## src/rtl/segxlt_pkg.sv

```systemverilog
package segxlt_pkg;

    parameter int SEG_ENTRIES = 8;
    parameter int SEGID_W     = 16;
    parameter int OFF_W       = 32;
    parameter int PA_W        = 32;
    parameter int LEN_W       = 32;

    localparam int IDX_W      = $clog2(SEG_ENTRIES);
    localparam int LEG_SEG_W  = 16;
    localparam int LEG_SHIFT  = 4;
    localparam int LEG_AW     = LEG_SEG_W + LEG_SHIFT;

    typedef enum logic [1:0] {
        FLT_NONE   = 2'd0,
        FLT_ABSENT = 2'd1,
        FLT_RANGE  = 2'd2,
        FLT_PERM   = 2'd3
    } fault_e;

    typedef enum logic [1:0] {
        ACC_READ  = 2'd0,
        ACC_WRITE = 2'd1,
        ACC_EXEC  = 2'd2,
        ACC_RSVD  = 2'd3
    } access_e;

    typedef struct packed {
        logic x;
        logic w;
        logic r;
    } perm_t;

    typedef struct packed {
        logic [PA_W-1:0]  base;
        logic [LEN_W-1:0] len;
        perm_t            perm;
        logic             present;
    } seg_desc_t;

    function automatic logic perm_allows(perm_t p, access_e a);
        case (a)
            ACC_READ:  return p.r;
            ACC_WRITE: return p.w;
            ACC_EXEC:  return p.x;
            default:   return 1'b0;
        endcase
    endfunction

    function automatic logic [LEG_AW-1:0] legacy_sum(logic [LEG_SEG_W-1:0] seg,
                                                      logic [LEG_SEG_W-1:0] off);
        return {seg, {LEG_SHIFT{1'b0}}} + {{LEG_SHIFT{1'b0}}, off};
    endfunction

endpackage

```

## src/rtl/seg_desc_table.sv

```systemverilog
module seg_desc_table
    import segxlt_pkg::*;
(
    input  logic               clk,
    input  logic               rst,
    input  logic               wr_en,
    input  logic [IDX_W-1:0]   wr_idx,
    input  seg_desc_t          wr_desc,
    input  logic [SEGID_W-1:0] rd_seg,
    output seg_desc_t          rd_desc,
    output logic               rd_in_range
);

    seg_desc_t ent [SEG_ENTRIES];

    for (genvar i = 0; i < SEG_ENTRIES; i++) begin : g_ent
        always_ff @(posedge clk) begin
            if (rst) begin
                ent[i] <= '0;
            end else if (wr_en && (wr_idx == IDX_W'(i))) begin
                ent[i] <= wr_desc;
            end
        end

        // a write lands in the addressed entry on the next cycle
        assert_entry_load_R10: assert property (@(posedge clk) disable iff (rst)
            (wr_en && wr_idx == IDX_W'(i)) |=> (ent[i] == $past(wr_desc)));

        // other entries are left alone by a write
        assert_entry_hold_R10: assert property (@(posedge clk) disable iff (rst)
            (wr_en && wr_idx != IDX_W'(i)) |=> $stable(ent[i]));
    end

    assign rd_in_range = (rd_seg < SEGID_W'(SEG_ENTRIES));
    assign rd_desc     = ent[rd_seg[IDX_W-1:0]];

endmodule

```

## src/rtl/seg_check.sv

```systemverilog
module seg_check
    import segxlt_pkg::*;
(
    input  seg_desc_t        desc,
    input  logic             in_range,
    input  logic [OFF_W-1:0] off,
    input  access_e          acc,
    output fault_e           fault
);

    logic beyond_len;
    logic allowed;

    assign beyond_len = (LEN_W'(off) >= desc.len);
    assign allowed    = perm_allows(desc.perm, acc);

    // priority order: missing slot, not resident, length, permission
    always_comb begin
        if (!in_range)          fault = FLT_RANGE;
        else if (!desc.present) fault = FLT_ABSENT;
        else if (beyond_len)    fault = FLT_RANGE;
        else if (!allowed)      fault = FLT_PERM;
        else                    fault = FLT_NONE;
    end

endmodule

```

## src/rtl/seg_addr_gen.sv

```systemverilog
module seg_addr_gen
    import segxlt_pkg::*;
(
    input  logic               legacy,
    input  logic [SEGID_W-1:0] seg,
    input  logic [OFF_W-1:0]   off,
    input  logic [PA_W-1:0]    base,
    output logic [PA_W-1:0]    addr
);

    logic [LEG_AW-1:0] leg_addr;
    logic [PA_W-1:0]   chk_addr;

    assign leg_addr = legacy_sum(seg[LEG_SEG_W-1:0], off[LEG_SEG_W-1:0]);
    assign chk_addr = base + PA_W'(off);
    assign addr     = legacy ? PA_W'(leg_addr) : chk_addr;

    // the compatibility sum never leaves the 20-bit window
    always_comb begin
        if (legacy) begin
            assert_legacy_window_R9: assert (addr < PA_W'(1 << LEG_AW));
        end
    end

endmodule

```

## src/rtl/seg_xlate.sv

```systemverilog
module seg_xlate
    import segxlt_pkg::*;
(
    input  logic               clk,
    input  logic               rst,
    input  logic               legacy_en,
    input  logic               cfg_we,
    input  logic [IDX_W-1:0]   cfg_idx,
    input  logic [PA_W-1:0]    cfg_base,
    input  logic [LEN_W-1:0]   cfg_len,
    input  logic [2:0]         cfg_perm,
    input  logic               cfg_present,
    input  logic               req_valid,
    input  logic [SEGID_W-1:0] req_seg,
    input  logic [OFF_W-1:0]   req_off,
    input  logic [1:0]         req_acc,
    output logic               rsp_valid,
    output logic [1:0]         rsp_fault,
    output logic [PA_W-1:0]    rsp_addr
);

    seg_desc_t       wr_desc;
    seg_desc_t       lk_desc;
    logic            lk_in_range;
    fault_e          chk_fault;
    fault_e          fault_now;
    logic [PA_W-1:0] gen_addr;
    logic [PA_W-1:0] addr_now;
    fault_e          fault_q;

    assign wr_desc = '{base: cfg_base, len: cfg_len, perm: perm_t'(cfg_perm),
                       present: cfg_present};

    seg_desc_table u_table (
        .clk         (clk),
        .rst         (rst),
        .wr_en       (cfg_we),
        .wr_idx      (cfg_idx),
        .wr_desc     (wr_desc),
        .rd_seg      (req_seg),
        .rd_desc     (lk_desc),
        .rd_in_range (lk_in_range)
    );

    seg_check u_check (
        .desc     (lk_desc),
        .in_range (lk_in_range),
        .off      (req_off),
        .acc      (access_e'(req_acc)),
        .fault    (chk_fault)
    );

    seg_addr_gen u_addr (
        .legacy (legacy_en),
        .seg    (req_seg),
        .off    (req_off),
        .base   (lk_desc.base),
        .addr   (gen_addr)
    );

    assign fault_now = legacy_en ? FLT_NONE : chk_fault;
    assign addr_now  = (fault_now == FLT_NONE) ? gen_addr : '0;

    always_ff @(posedge clk) begin
        if (rst) begin
            rsp_valid <= 1'b0;
            fault_q   <= FLT_NONE;
            rsp_addr  <= '0;
        end else begin
            rsp_valid <= req_valid;
            fault_q   <= fault_now;
            rsp_addr  <= addr_now;
        end
    end

    assign rsp_fault = fault_q;

    // a request is answered on the next cycle, and only then
    assert_rsp_follows_R2: assert property (@(posedge clk) disable iff (rst)
        req_valid |=> rsp_valid);
    assert_no_stray_rsp_R2: assert property (@(posedge clk) disable iff (rst)
        !req_valid |=> !rsp_valid);

    // compatibility requests never fault
    assert_legacy_clean_R9: assert property (@(posedge clk) disable iff (rst)
        (req_valid && legacy_en) |=> (rsp_fault == FLT_NONE));

    // ids without a table slot give the bounds fault
    assert_id_range_R8: assert property (@(posedge clk) disable iff (rst)
        (req_valid && !legacy_en && !lk_in_range) |=> (rsp_fault == FLT_RANGE));

    // a non-resident in-table entry wins over every other fault
    assert_absent_first_R7: assert property (@(posedge clk) disable iff (rst)
        (req_valid && !legacy_en && lk_in_range && !lk_desc.present)
        |=> (rsp_fault == FLT_ABSENT));

    // any fault carries a zero address
    assert_fault_addr_zero_R4: assert property (@(posedge clk) disable iff (rst)
        (rsp_valid && rsp_fault != FLT_NONE) |-> (rsp_addr == '0));

endmodule

```

## config.mk

```make
export PLATFORM = sky130hd
export DESIGN_NAME = seg_xlate
export DESIGN_NICKNAME = d
export VERILOG_FILES = /design/src/rtl/segxlt_pkg.sv /design/src/rtl/seg_desc_table.sv /design/src/rtl/seg_check.sv /design/src/rtl/seg_addr_gen.sv /design/src/rtl/seg_xlate.sv
export SDC_FILE = /design/constraint.sdc
export NUM_CORES = 1
export LEC_CHECK = 0
export ABC_CLOCK_PERIOD_IN_PS = 4900
export BUFFER_PORTS_ARGS = -buffer_cell sky130_fd_sc_hd__buf_2
export CORE_AREA = 2 2 298 182
export CTS_BUF_LIST = sky130_fd_sc_hd__clkbuf_4 sky130_fd_sc_hd__clkbuf_8
export CTS_CLUSTER_DIAMETER = 100
export DETAILED_ROUTE_END_ITERATION = 10
export DIE_AREA = 0 0 300 184
export GPL_TIMING_DRIVEN = 0
export PLACE_DENSITY_LB_ADDON = 0.08
export SYNTH_ARGS = -nofsm -noshare
export SYNTH_HDL_FRONTEND = slang
export SYNTH_HIERARCHICAL = 1
export SYNTH_SLANG_ARGS = --single-unit
```

## constraint.sdc

```tcl
create_clock -name clk -period 4.9 [get_ports clk]
set_input_delay 0.245 -clock clk [delete_from_list [all_inputs] [get_ports clk]]
set_output_delay 0.245 -clock clk [all_outputs]
set_load 0.01 [all_outputs]
```

==> results.json <==
{
  "synth_ff_type": "edfxtp_1",
  "dr.pass1.iters": 6,
  "wl_um": 91100,
  "tightest_slew_ns": 1.33,
  "fillers": 4089,
  "root_buffer": "clkbuf_8",
  "drive_above_1_share_pct": 25.7,
  "status": "complete, no violations",
  "globalplace.congestion": 0.991,
  "power.clock.fraction_pct": 32.7,
  "seqCellArea_um2": 17000,
  "h-tree-depth": 3,
  "multi_input_comb_area_um2": 10500,
  "skew_ns": 0.0362,
  "drtIter0Drc": 2583,
  "fin_crit_sh_pct": 96.0,
  "cp-startpoint": "req_seg[2]",
  "slowest_stage": "buf_2",
  "postSynthCellCount": 2118,
  "grt_pass1_vias": 20000,
  "post-place-ws_ns": -0.709,
  "row_count": 65,
  "ff2ff_path_depth": 13,
  "core_um2": 52200,
  "yosysSeqAreaShare_pct": 59.5,
  "p_int_mw": 8.41,
  "synthArstFlopShare_pct": 0,
  "slew_viol_final": 0,
  "fp.dieW_um": 300,
  "placed_area_um2": 30800,
  "drc": 0,
  "cp_num_buf_inv": 4,
  "holdPathStages": 3,
  "grt_overflow": 0,
  "slew_headroom_pct": 11.5,
  "cp_common_cell": "buf_2",
  "combPwrFrac_pct": 17.2,
  "grt_util_all_layers_pct": 33.5,
  "ys_ff_latch": 579,
  "hold_path.startpoint": "cfg_len[12]",
  "seq_power_share_pct": 50.1,
  "postCtsSetupBuffers": 0,
  "antenna_found_initial": 10,
  "r2r_start": "u_table/ent[2][36]$_SDFFCE_PN0P_",
  "cp_slowest_stage_delay_ns": 0.47,
  "period_needed_ns": 4.71,
  "yosysTopAreaCell": "edfxtp_1",
  "finish.utilization_pct": 62.3,
  "p_switching_mw": 3.22,
  "mappedNetlistNets": 2321,
  "wl_per_cell_um": 28.8,
  "yosysTopAreaCellShare_pct": 57.1,
  "clk_latency_ns": 0.70,
  "critPathTopFamily": "compound AO/OA/AOI/OAI gates",
  "max-clock-path-buffers": 3,
  "place_hpwl_um": 64700,
  "hold_class": "in -> reg",
  "cts_tree": "done",
  "cts_buffers": 86,
  "drv_cap": 0,
  "pwr_density_cell_nw_per_um2": 357,
  "grt_start_max_net_pins": 30,
  "cellLeakagePower_nw": 11.0,
  "avgSynthCellArea_um2": 13.5,
  "ios": 161,
  "numPlacedInstances": 2999,
  "path_cells": "buf_2, buf_2, buf_2, buf_2, mux4_2, mux2_2, ha_1, fa_1, a21oi_1, o211ai_1, a211oi_2, o21bai_1, a21oi_1, nand2b_1, o21ai_0, o311ai_1, nor3b_2",
  "switching_share_pct": 27.7,
  "peakVddDrop_uv": 201,
  "crit_fanout": 10,
  "io_buffer_count": 160,
  "cp.required_ns": 5.53,
  "yosysWarnings": 6,
  "critPathKind": "in -> reg",
  "syn_area_um2": 28600,
  "initial_core_util_pct": 54.8,
  "cp-start-kind": "input pin",
  "synth.area.top_cells": "edfxtp_1 (57%), mux4_2 (11%), nor3_1 (9.8%), ha_1 (3.3%), mux2_2 (2.9%)",
  "layout.cells.non_filler": 3168,
  "vias": 20600,
  "endpoint_kind": "flip-flop",
  "layout_setup_ws_ns": 0.194,
  "avgViaCountPerCell": 6.49,
  "syn_to_final_growth_pct": 13.7,
  "synthTopCellsByCount": "nor3_1 (558), edfxtp_1 (544), mux4_2 (136)",
  "hold_viol": 0,
  "die_y_um": 184,
  "synth_edf_count": 544,
  "setup_viol": 0,
  "yosysUniqueCellTypes": 81,
  "cts.reportedPaths.clkPinSlew_ns": 0.07,
  "rsz0062_at_grt": "false",
  "final_antenna_net_count": 0,
  "cp.depth": 17,
  "post-synth-top-count-cell": "nor3_1",
  "grt_pass1_wl_um": 132000,
  "cts.sink_count": 579,
  "timing.fmax_mhz": 212,
  "die-area_um2": 55200,
  "nNetsFinal": 2599,
  "fin_tns_setup_ns": 0,
  "post-route-cell-area_um2": 32500,
  "cp.arrival_ns": 5.33
}
metrics by stage:
stage | power, mW | hold slack, ns
2_1_floorplan | 7.16 | 0.321
4_1_cts | 11.6 | 0.00150
3_5_place_dp | 7.87 | 0.464
5_1_grt | 12.0 | 0.0287
6_report | 11.6 | 0.0275
3_3_place_gp | 7.83 | 0.461
repair_timing:
item                       CTS  global route
setup endpoints to repair    0             2
resized for setup            0             2
hold endpoints to repair    58             0
hold buffers                12             0
cell usage in the layout, fill, tap and decap left out, drive strengths merged, types with 13 or more instances in the layout:
cell,instances
nor3,560
a21o,13
o21ai,40
mux4,136
nand2,43
clkbuf,235
dfxtp,35
edfxtp,544
o21bai,14
nor2,35
a21oi,60
buf,237
mux2,74
inv,49
clkinv,98
xnor2,22
nand3,21
nor3b,35
ha,75
worst paths after layout:
kind / endpoint / slack (ns)
setup / recovery: rsp_addr[30]$_SDFF_PP0_ / 0.19
hold / removal: u_table/ent[6][16]$_SDFFCE_PN0P_ / 0.03
setup reg to reg: rsp_addr[30]$_SDFF_PP0_ / 0.62
hold reg to reg: rsp_addr[0]$_SDFF_PP0_ / 1.12
cell type report:
class / count / share of cell area (%)
clock buffer: 116 / 4.42
buffer: 178 / 2.46
multi-input combinational: 1246 / 32.1
inverter: 115 / 1.33
clock inverter: 35 / 0.538
sequential: 579 / 52.3
timing repair buffer: 190 / 4.03
antenna: 6 / 0.0461
tap: 703 / 2.70
cells by family after synthesis:
family / after synthesis / synth area share [%]
mux: 215 / 13.8
xor+xnor: 33 / 1.01
buf+inv: 293 / 4.30
flops: 579 / 59.5
compound gates: 173 / 3.88
simple gates: 748 / 14.1
fa+ha+maj: 77 / 3.42
sequential cells by signal, indices dropped and copies added, names as in the netlist:
| signal | count |
|---|---|
| rsp_valid | 1 |
| rsp_addr | 32 |
| rsp_fault | 2 |
| u_table/ent | 544 |
worst min-delay path: stages:
cell      delay (ns)
buf_2           0.10
clkinv_1        0.14
nor3_1          0.08
routing by layer:
layer / GRT usage, % / part of all wire [%] / up-vias
li1: - / - / 8762
met1: 51.3 / 42 / 10300
met2: 46.6 / 42 / 1329
met3: 8.67 / 13 / 158
met4: 10.4 / 3.0 / 2
met5: 0 / 0.014 / -
power by group through the flow:
stage	registers [mW]	logic (mW)	clock network [mW]
after floorplan	5.93	1.23	0
after global placement	5.96	1.86	0
after detailed placement	5.93	1.94	0
after CTS	5.83	1.96	3.86
after global routing	5.85	2.13	4.06
final	5.83	2.01	3.80
Note: power is estimated with default switching activity, not from simulation.
